### src/rtl/lcd_nibble_xfer.sv
module lcd_nibble_xfer #(
  parameter int E_HIGH     = 8,
  parameter int E_LOW      = 4,
  parameter int RETRY_WAIT = 16
) (
  input  logic       clk,
  input  logic       rst_n,
  input  logic       start,
  input  logic       rs_sel,
  input  logic [7:0] wr_byte,
  output logic       done,
  output logic       lcd_rs,
  output logic       lcd_rw,
  output logic       lcd_e,
  output logic [3:0] lcd_d_out,
  output logic       lcd_d_oe,
  input  logic [3:0] lcd_d_in
);
  localparam int M1   = (E_HIGH > E_LOW) ? E_HIGH : E_LOW;
  localparam int CMAX = (M1 > RETRY_WAIT) ? M1 : RETRY_WAIT;
  localparam int CW   = $clog2(CMAX + 1);

  typedef enum logic [3:0] {
    S_IDLE, S_RDSET, S_RDHI, S_RDLO, S_RETRY, S_TURN, S_WRSET, S_WRHI, S_WRLO
  } st_t;

  st_t           st;
  logic [CW-1:0] cnt;
  logic          half, busy, rs_q;
  logic [7:0]    byte_q;

  wire last_hi = (cnt == CW'(E_HIGH - 1));
  wire last_lo = (cnt == CW'(E_LOW - 1));
  wire last_rt = (cnt == CW'(RETRY_WAIT - 1));
  wire wr_ph   = (st == S_WRSET) || (st == S_WRHI) || (st == S_WRLO);

  assign lcd_e     = (st == S_RDHI) || (st == S_WRHI);
  assign lcd_rw    = (st == S_RDSET) || (st == S_RDHI) || (st == S_RDLO) || (st == S_RETRY);
  assign lcd_rs    = (wr_ph || st == S_TURN) ? rs_q : 1'b0;
  assign lcd_d_oe  = wr_ph || (st == S_IDLE);
  assign lcd_d_out = wr_ph ? (half ? byte_q[3:0] : byte_q[7:4]) : 4'h0;

  always_ff @(posedge clk) begin
    if (!rst_n) begin
      st     <= S_IDLE;
      cnt    <= '0;
      half   <= 1'b0;
      busy   <= 1'b0;
      rs_q   <= 1'b0;
      byte_q <= 8'h00;
      done   <= 1'b0;
    end else begin
      done <= 1'b0;
      case (st)
        S_IDLE: if (start) begin
          byte_q <= wr_byte;
          rs_q   <= rs_sel;
          half   <= 1'b0;
          cnt    <= '0;
          st     <= S_RDSET;
        end
        S_RDSET: begin cnt <= '0; st <= S_RDHI; end
        S_RDHI: if (last_hi) begin
          cnt <= '0;
          if (!half) busy <= lcd_d_in[3];
          st <= S_RDLO;
        end else cnt <= cnt + 1'b1;
        S_RDLO: if (last_lo) begin
          cnt <= '0;
          if (!half) begin half <= 1'b1; st <= S_RDHI; end
          else begin half <= 1'b0; st <= busy ? S_RETRY : S_TURN; end
        end else cnt <= cnt + 1'b1;
        S_RETRY: if (last_rt) begin cnt <= '0; st <= S_RDHI; end
                 else cnt <= cnt + 1'b1;
        S_TURN:  st <= S_WRSET;
        S_WRSET: begin cnt <= '0; st <= S_WRHI; end
        S_WRHI: if (last_hi) begin cnt <= '0; st <= S_WRLO; end
                else cnt <= cnt + 1'b1;
        S_WRLO: if (last_lo) begin
          cnt <= '0;
          if (!half) begin half <= 1'b1; st <= S_WRSET; end
          else begin half <= 1'b0; done <= 1'b1; st <= S_IDLE; end
        end else cnt <= cnt + 1'b1;
        default: st <= S_IDLE;
      endcase
    end
  end

  logic [CW:0] e_run;
  always_ff @(posedge clk) begin
    if (!rst_n)     e_run <= '0;
    else if (lcd_e) e_run <= e_run + 1'b1;
    else            e_run <= '0;
  end

  a_r6_enable_width: assert property (@(posedge clk) disable iff (!rst_n)
    (!lcd_e && e_run != '0) |-> (e_run == (CW+1)'(E_HIGH)));
  a_r6_strobe_stable: assert property (@(posedge clk) disable iff (!rst_n)
    (lcd_e && $past(lcd_e)) |-> ($stable(lcd_d_out) && $stable(lcd_rs) && $stable(lcd_rw)));
  a_r2_read_released: assert property (@(posedge clk) disable iff (!rst_n)
    lcd_rw |-> (!lcd_d_oe && !lcd_rs));
  a_r7_turnaround: assert property (@(posedge clk) disable iff (!rst_n)
    $fell(lcd_rw) |-> !lcd_d_oe);
  a_r7_drive_after_gap: assert property (@(posedge clk) disable iff (!rst_n)
    $rose(lcd_d_oe) |-> $past(!lcd_rw));
  a_r8_done_pulse: assert property (@(posedge clk) disable iff (!rst_n)
    done |=> !done);
  a_r8_done_idle_bus: assert property (@(posedge clk) disable iff (!rst_n)
    done |-> (!lcd_e && lcd_d_oe && lcd_d_out == 4'h0));
endmodule

### config.mk
export PLATFORM = sky130hd
export DESIGN_NAME = lcd_nibble_xfer
export DESIGN_NICKNAME = d
export VERILOG_FILES = /design/src/rtl/lcd_nibble_xfer.sv
export SDC_FILE = /design/constraint.sdc
export NUM_CORES = 1
export LEC_CHECK = 0
export ABC_AREA = 1
export ABC_CLOCK_PERIOD_IN_PS = 1550
export BUFFER_PORTS_ARGS = -buffer_cell sky130_fd_sc_hd__clkbuf_2
export CAP_MARGIN = 20
export CORE_UTILIZATION = 49
export DETAILED_ROUTE_END_ITERATION = 8
export PLACE_DENSITY = 0.82
export SETUP_SLACK_MARGIN = 0.5
export SYNTH_ARGS = -nofsm -noshare
export SYNTH_HDL_FRONTEND = slang
export SYNTH_SLANG_ARGS = --single-unit
### constraint.sdc
create_clock -name clk -period 1.55 [get_ports clk]
set_input_delay 0.0775 -clock clk [delete_from_list [all_inputs] [get_ports clk]]
set_output_delay 0.0775 -clock clk [all_outputs]
set_load 0.01 [all_outputs]
# Yosys cells after proc, flatten, opt, wreduce, memory -nomap -nowiden

Index checks and enable logic that the tools add are counted.
Widths: inputs -> output; s select.

Input bits: 16
Flip-flop bits (word level): 21
Word-level logic and storage cells: 70
Output and inout port bits: 9

Add/subtract/negate cells: 1
Eq/ne operators: 18
Bitwise gates (word level): 1
Reduce and logical (&&, ||, !) cells: 20
Mux-type cells: 23

Operators by type and width:

| kind                | count |
|---|---|
| $pmux 4 s9          | 1 |
| $mux 4              | 8 |
| $pmux 5 s5          | 1 |
| $mux 5              | 4 |
| $eq 4x3->1 const B  | 4 |
| $ne 2x2->1 const B  | 6 |
| $reduce_and 3->1    | 3 |
| $eq 4x2->1 const B  | 2 |
| $logic_or 1x1->1    | 8 |
| $mux 1              | 6 |
| $mux 3              | 2 |
| $reduce_and 6->1    | 1 |
| $reduce_or 2->1     | 3 |
| $add 5x1->5 const B | 1 |
| $eq 5x2->1 const B  | 1 |
| $eq 5x3->1 const B  | 1 |
| $eq 5x4->1 const B  | 1 |
| $reduce_bool 5->1   | 1 |
| $eq 4x1->1 const B  | 1 |
| $eq 4x4->1 const B  | 1 |
| $logic_not 4->1     | 1 |
| $reduce_and 2->1    | 2 |
| $ne 2x1->1 const B  | 1 |
| $pmux 1 s2          | 1 |
| other kinds (2)     | 2 |

# Depth between registers and ports, before layout

Gate-level depths: netlist (run 1).

Word-level depth: 5
Mapped depth: 12
Gate-level depth less buffers: 12

# Worst setup path before layout (run 1)

OpenSTA, ideal clock, no wires.

Kind: register to register
From: reg cnt[0]
To: reg st[1]
Clock period less this slack: 1.565 ns
Library setup time: 0.119 ns
Path buffers: 0
Slack: -0.015 ns
Cell stages (with the launch flop): 13
Required time: 1.431 ns
Data arrival time: 1.446 ns
Cell sequence: dfxtp_1 -> ha_1 -> nand2_1 -> inv_1 -> nand2_1 -> inv_1 -> ha_1 -> nand3b_1 -> nand2_2 -> nor2_4 -> nand2_2 -> nand2_1 -> a21oi_2

Cells in the longest elaborated chain, start to end: 3
Elaborated cells on any way between the ends: 9
Those cells by class: eq/ne (8); reduce/logical (1)

RTL lines:

| what                               | line | source |
|---|---|---|
| from (decl)                        | 28   | `logic [CW-1:0] cnt;` |
| from (signal assigned)             | 67   | `end else cnt <= cnt + 1'b1;` |
| from (signal assigned)             | 72   | `end else cnt <= cnt + 1'b1;` |
| from (signal assigned)             | 74   | `else cnt <= cnt + 1'b1;` |
| $eq 5x4->1 (tied with other cells) | 34   | `wire last_rt = (cnt == CW'(RETRY_WAIT - 1));` |
| $ne 2x2->1 (no line)               | n/a  |  |
| $reduce_and 6->1 (no line) *       | n/a  |  |
| to (signal assigned)               | 45   | `st <= S_IDLE;` |
| to (signal assigned)               | 60   | `st <= S_RDSET;` |
| to (signal assigned)               | 62   | `S_RDSET: begin cnt <= '0; st <= S_RDHI; end` |
| to (decl)                          | 27   | `st_t st;` |

Mark *: on every way between the ends. The rest lies on a longest branch, timed or not.
A chain may end at the register's enable or synchronous reset.

# Worst setup path after layout (run 1)

From: reg cnt[1]
To: reg st[2]

The elaborated chain is that of the path after synthesis.

==> impl_metrics.toml, run 1 <==
[run_status]
outcome = "finished, violations left"
violations = "hold timing, setup timing"

[sta]
max_slew_margin_pct = 63.34
fmax_mhz = 607.2
worst_slew_pin_slew_ps = 549.3
fin_skew_ps = 5.399
tns_ps = -446.7
slew_viol_final = 0
hold_ws_ps = -11.72
rsz0062_at_grt = "yes"
finalSetupViolCount = 7
fin_crit_sh_pct = 106.3
period_minus_slack_ps = 1647
hold_viol_final = 4
fin_ws_ps = -96.97

[floorplanning]
rows = 18
die_y_um = 53.90
die_x_um = 53.90
ios = 25
core_area_mm2 = 0.002522
dieArea_mm2 = 0.002905
initial_core_util_pct = 52.33

[synth]
ys_seq_area_share_pct = 31.85
synth_fa_ha_area_share_pct = 2.844
syn_inst = 204
synthSimpleGateAreaFrac_pct = 41.23
synth_top_family_by_area = "simple AND/OR/NAND/NOR gates"
synth-seq-cells = 21
muxShareOfSynthArea_pct = 0
syn_area_per_cell_um2 = 6.471
syn_area_mm2 = 0.001320
synth_compound_area_share_pct = 14.31
synth_fp_nets = 223
ys_types = 24
synthXorXnorAreaFrac_pct = 0.6635
ys.warnings.count = 0

[power_and_ir_drop]
irDropWorstVdd_v = 0.001240
leakage_nw = 0.9670
power.density_mw_per_mm2 = 1294

[routing]
post-route-drc-count = 0
antenna_left = 0
viasPerCell = 5.767
drtPass1Iterations = 5
wl_per_cell_um = 15.73
drtIter0Drc = 71
totalWireLength_um = 4531
num_vias = 1661

[critical_path]
cpMaxStageDelayCell = "dfxtp_2"
setup.worst_path.end_class = "flip-flop"
cp_common_cell = "nand2_2"
worst-setup-path-type = "reg2reg"
path_buf_inv = 2
max_stage_delay_ps = 370
cp.arrival_ps = 1840
cp_cell_sequence = "ha_4 > nand2_2 > inv_2 > nand2_2 > inv_2 > ha_4 > nand3b_1 > nand2_2 > nor2_4 > nand2_2 > nand2_1 > a21oi_1"
path_delay_family = "simple AND/OR/NAND/NOR gates"
crit_required_ps = 1740
critPathMaxFanout = 5
cp-start-kind = "flip-flop"

[flow_run]
maxCapViolations = 0

[place]
portBuffers = 21
hpwl_um = 2288
gp_congestion = 0.8889
place_area_mm2 = 0.001610

[clock_tree]
cts.sinks = 21
path_clk_slew_ps = 130
cts_buffer_depth = 2
clk-insertion-delay-late_ps = 320
clockRootBuffer = "clkbuf_4"
h-tree-depth = 1
cts_tree = "built"
cts-buffers-inserted = 3

[cells_and_area]
num_antenna_cells = 0
final_common_cell = "nand2_1"
fin_area_mm2 = 0.002131
areaGrowthSynthToFinish_pct = 61.42
drive_gt1_share_pct = 51.94
final_nets = 278
layout_common_cells = "nand2_1 (28), nor2_1 (20), buf_6 (18), buf_4 (18), a21oi_1 (17)"

[grt]
groute.usage.overall_pct = 28.40
antenna_found_initial = 0
overflow = 0
grt_pass1_wl_um = 5982
grt_max_degree = 19
grt_pass1_vias = 1412

[worst_hold_path]
hold_path_class = "in2reg"
## logic make-up (layout without fill, tap and decap cells)
family | count (synthesis) | in the layout
AND/OR/NAND/NOR | 113 | 113
AO/OA/AOI/OAI | 36 | 36
XOR/XNOR | 1 | 1
flip-flops | 21 | 21
buffers and inverters | 30 | 84
adder cells (fa/ha/maj) | 3 | 3
## final timing paths
path / startpoint / to / slack (ps) / cells after the start
hold / removal: wr_byte[3] / byte_q[3] / -10 / 3
setup reg to reg: cnt[1] / st[2] / -100 / 12
hold reg to reg: byte_q[4] / byte_q[4] / 470 / 2
setup / recovery: cnt[1] / st[2] / -100 / 12
## report_power, final
group,internal (mW),total [mW],switching [mW]
Clock,0.101,0.285,0.184
Sequential,0.652,0.763,0.111
Combinational,0.726,1.71,0.984
Total,1.48,2.76,1.28
## tightest hold or removal path, cell delays in order
cell,delay (ps)
clkbuf_2,90
nand3_2,60
a21oi_1,50
## layer usage
metal	GRT usage, %	routed length (µm)
met3	5.650	315
met1	33.50	1707
met2	50.62	2333
met4	9.211	175
met5	0	0
## stage by stage
stage                     total power [mW]  setup WS, ps  cells  utilization, %
after detailed placement             1.794        -10.48    257           63.84
after CTS                            2.336         3.166    280           74.85
final                                2.758        -96.97    288           84.47
after global routing                 2.909        -193.0    288           84.47
after global placement               1.785         33.16    257           63.84
after floorplan                      1.562         127.0    204               -
## repair_timing
item	in CTS	in global routing
hold endpoints to repair	1	0
gates resized for setup	27	50
endpoints found under the setup margin	29	29
hold buffers	1	0
gates cloned	0	0
pin swaps	18	18
buffers inserted	18	8
## cell type report
type	count	area, µm²
multi-input combinational	153	1077
sequential	21	439.2
timing repair buffer	54	432.9
fill	143	391.6
inverter	26	117.6
tap	30	37.54
clock buffer	4	26.28
## cells in the mapped netlist (all sizes together)
| cell type | count | area, µm² |
|---|---|---|
| o211ai | 1 | 7.510 |
| nor2 | 33 | 161.4 |
| nand3b | 1 | 7.510 |
| buf | 1 | 11.26 |
| nand4 | 5 | 31.28 |
| nand3 | 18 | 90.09 |
| clkinv | 1 | 3.750 |
| o21ai | 8 | 40.04 |
| xor2 | 1 | 8.760 |
| a21oi | 26 | 133.9 |
| nor3 | 1 | 5.000 |
| nand2 | 53 | 236.5 |
| nor4 | 2 | 12.51 |
| dfxtp | 21 | 420.4 |
| o31ai | 1 | 7.510 |
| clkbuf | 3 | 11.26 |
| inv | 25 | 93.84 |
| ha | 3 | 37.54 |
## flip-flops by register name, indices dropped and copies added, names as in the netlist
register  count
rs_q          1
busy          1
cnt           5
done          1
byte_q        8
half          1
st            4
No activity file was read; power rests on OpenSTA's default activity.
==> run 2: changes to the inputs <==
--- a/config.mk
+++ b/config.mk
@@ -12,7 +12,7 @@
 export CORE_UTILIZATION = 49
 export DETAILED_ROUTE_END_ITERATION = 8
 export PLACE_DENSITY = 0.82
-export SETUP_SLACK_MARGIN = 0.5
+export SETUP_SLACK_MARGIN = 0.2
 export SYNTH_ARGS = -nofsm -noshare
 export SYNTH_HDL_FRONTEND = slang
 export SYNTH_SLANG_ARGS = --single-unit
==> impl_metrics.toml, run 2 (synthesis gave the netlist of run 1 again) <==
[run_status]
outcome = "finished, violations left"
violations = "setup timing"

[cells_and_area]
ff_latch_area_um2 = 437.9
drive_gt1_share_pct = 38.11
multiInputGateArea_um2 = 900.9
largest_register_ffs = 8
final_nets = 264
reg.largest.list = "byte_q x8, cnt x5, st x4"
num_antenna_cells = 0
fin_cells = 274
final_common_cell = "nand2_1"
max_flop_register = "byte_q"
layout_common_cells = "nand2_1 (34), nor2_1 (23), a21oi_1 (23)"
areaGrowthSynthToFinish_pct = 34.31
n_fill_cell = 202

[place]
portBuffers = 21
hpwl_um = 2237
dp_cells = 257
gp_congestion = 0.8923

[routing]
drtPass1Iterations = 4
num_vias = 1515
viasPerCell = 5.529
wl_per_cell_um = 12.93
antenna_left = 0
totalWireLength_um = 3543
drtIter0Drc = 61
post-route-drc-count = 0

[floorplanning]
die_x_um = 53.90
dieArea_mm2 = 0.002905
ios = 25
die_y_um = 53.90
initial_core_util_pct = 52.33
rows = 18
core_area_mm2 = 0.002522

[sta]
worst_slew_pin_slew_ps = 501.1
max_slew_margin_pct = 66.55
rsz0062_at_grt = "yes"
slew_viol_final = 0
hold_viol_final = 0
fin_ws_ps = -16.58
fmax_mhz = 638.3
hold_ws_ps = 13.37
tns_ps = -26.98
period_minus_slack_ps = 1567
finalSetupViolCount = 3
fin_crit_sh_pct = 101.1
fin_skew_ps = 2.099

[power_and_ir_drop]
power.density_mw_per_mm2 = 1265
irDropWorstVdd_v = 0.001316
leakage_nw = 0.8234

[clock_tree]
path_clk_slew_ps = 130
cts_tree = "built"
cts-buffers-inserted = 3
cts_buffer_depth = 2
h-tree-depth = 1
clk-insertion-delay-late_ps = 330
clockRootBuffer = "clkbuf_4"
cts.sinks = 21

[critical_path]
path_delay_family = "simple AND/OR/NAND/NOR gates"
setup.worst_path.end_class = "flip-flop"
worst-setup-path-type = "reg2reg"
cpMaxStageDelayCell = "dfxtp_2"
crit_required_ps = 1760
cp-start-kind = "flip-flop"
cp_cell_sequence = "ha_4 > nand2_2 > inv_2 > nand2_2 > inv_2 > ha_4 > nand3b_1 > nand2_2 > nor2_4 > nand2_2 > nand2_1 > a21oi_2"
critPathMaxFanout = 5
cp_common_cell = "nand2_2"
cp.arrival_ps = 1780
max_stage_delay_ps = 370
path_buf_inv = 2

[flow_run]
maxCapViolations = 0

[grt]
grt_pass1_wl_um = 5257
groute.usage.overall_pct = 24.79
antenna_found_initial = 0
grt_max_degree = 19
grt_pass1_vias = 1247
overflow = 0

[worst_hold_path]
hold_path_class = "in2reg"
-- run 2: cell type report --
cell class	count	area share [%]
Tap cell	30	2.117
Sequential cell	21	24.70
Timing Repair Buffer	39	14.89
Multi-Input combinational cell	154	50.81
Inverter	26	5.928
Clock inverter	1	0.2823
Clock buffer	3	1.270
-- run 2: metrics by stage --
step                cell area, µm²  power (mW)  setup slack [ps]  util [%]
global placement              1518       1.684             26.81     60.17
CTS                           1693       2.086             1.014     67.11
floorplan                     1353       1.458             124.6         -
global route                  1773       2.372            -124.9     70.29
finish                        1773       2.242            -16.58     70.29
detailed placement            1518       1.694             8.305     60.17
-- run 2: path summary, 6_finish.rpt --
check | start | endpoint | slack [ps] | cells after the start
setup / recovery | cnt[0] | st[1] | -20 | 12
hold / removal | wr_byte[2] | byte_q[2] | 10 | 3
setup reg to reg | cnt[0] | st[1] | -20 | 12
hold reg to reg | byte_q[5] | byte_q[5] | 460 | 2
-- run 2: worst register-to-register path: stages, from the launching register on --
cell      delay [ps]
dfxtp_2          370
ha_4             140
nand2_2           50
inv_2             60
nand2_2           50
inv_2             70
ha_4             120
nand3b_1         160
nand2_2           90
nor2_4           140
nand2_2           80
nand2_1           80
a21oi_2           50
-- run 2: power breakdown --
part           total [mW]  internal, mW  switching, mW  leakage, nW
clock network       0.288        0.0970          0.191       0.0177
registers           0.769         0.649          0.120        0.175
logic                1.18         0.443          0.741        0.630
total                2.24          1.19           1.05        0.823
-- run 2: layer usage --
metal  up-vias  GRT usage (%)  share of wire, %
met5         -              0                 0
met4         0          12.28               3.5
met3        11          2.542               6.7
met2        67          41.56                50
met1       691          31.23                40
li1        746              -                 -
-- run 2: timing repair --
item,in CTS,in global routing
cloned,0,1
buffers inserted,5,2
resized for setup,20,23
setup endpoints to repair,20,25
hold buffers,5,0
pin swaps,12,2
endpoints found under the hold margin,5,0
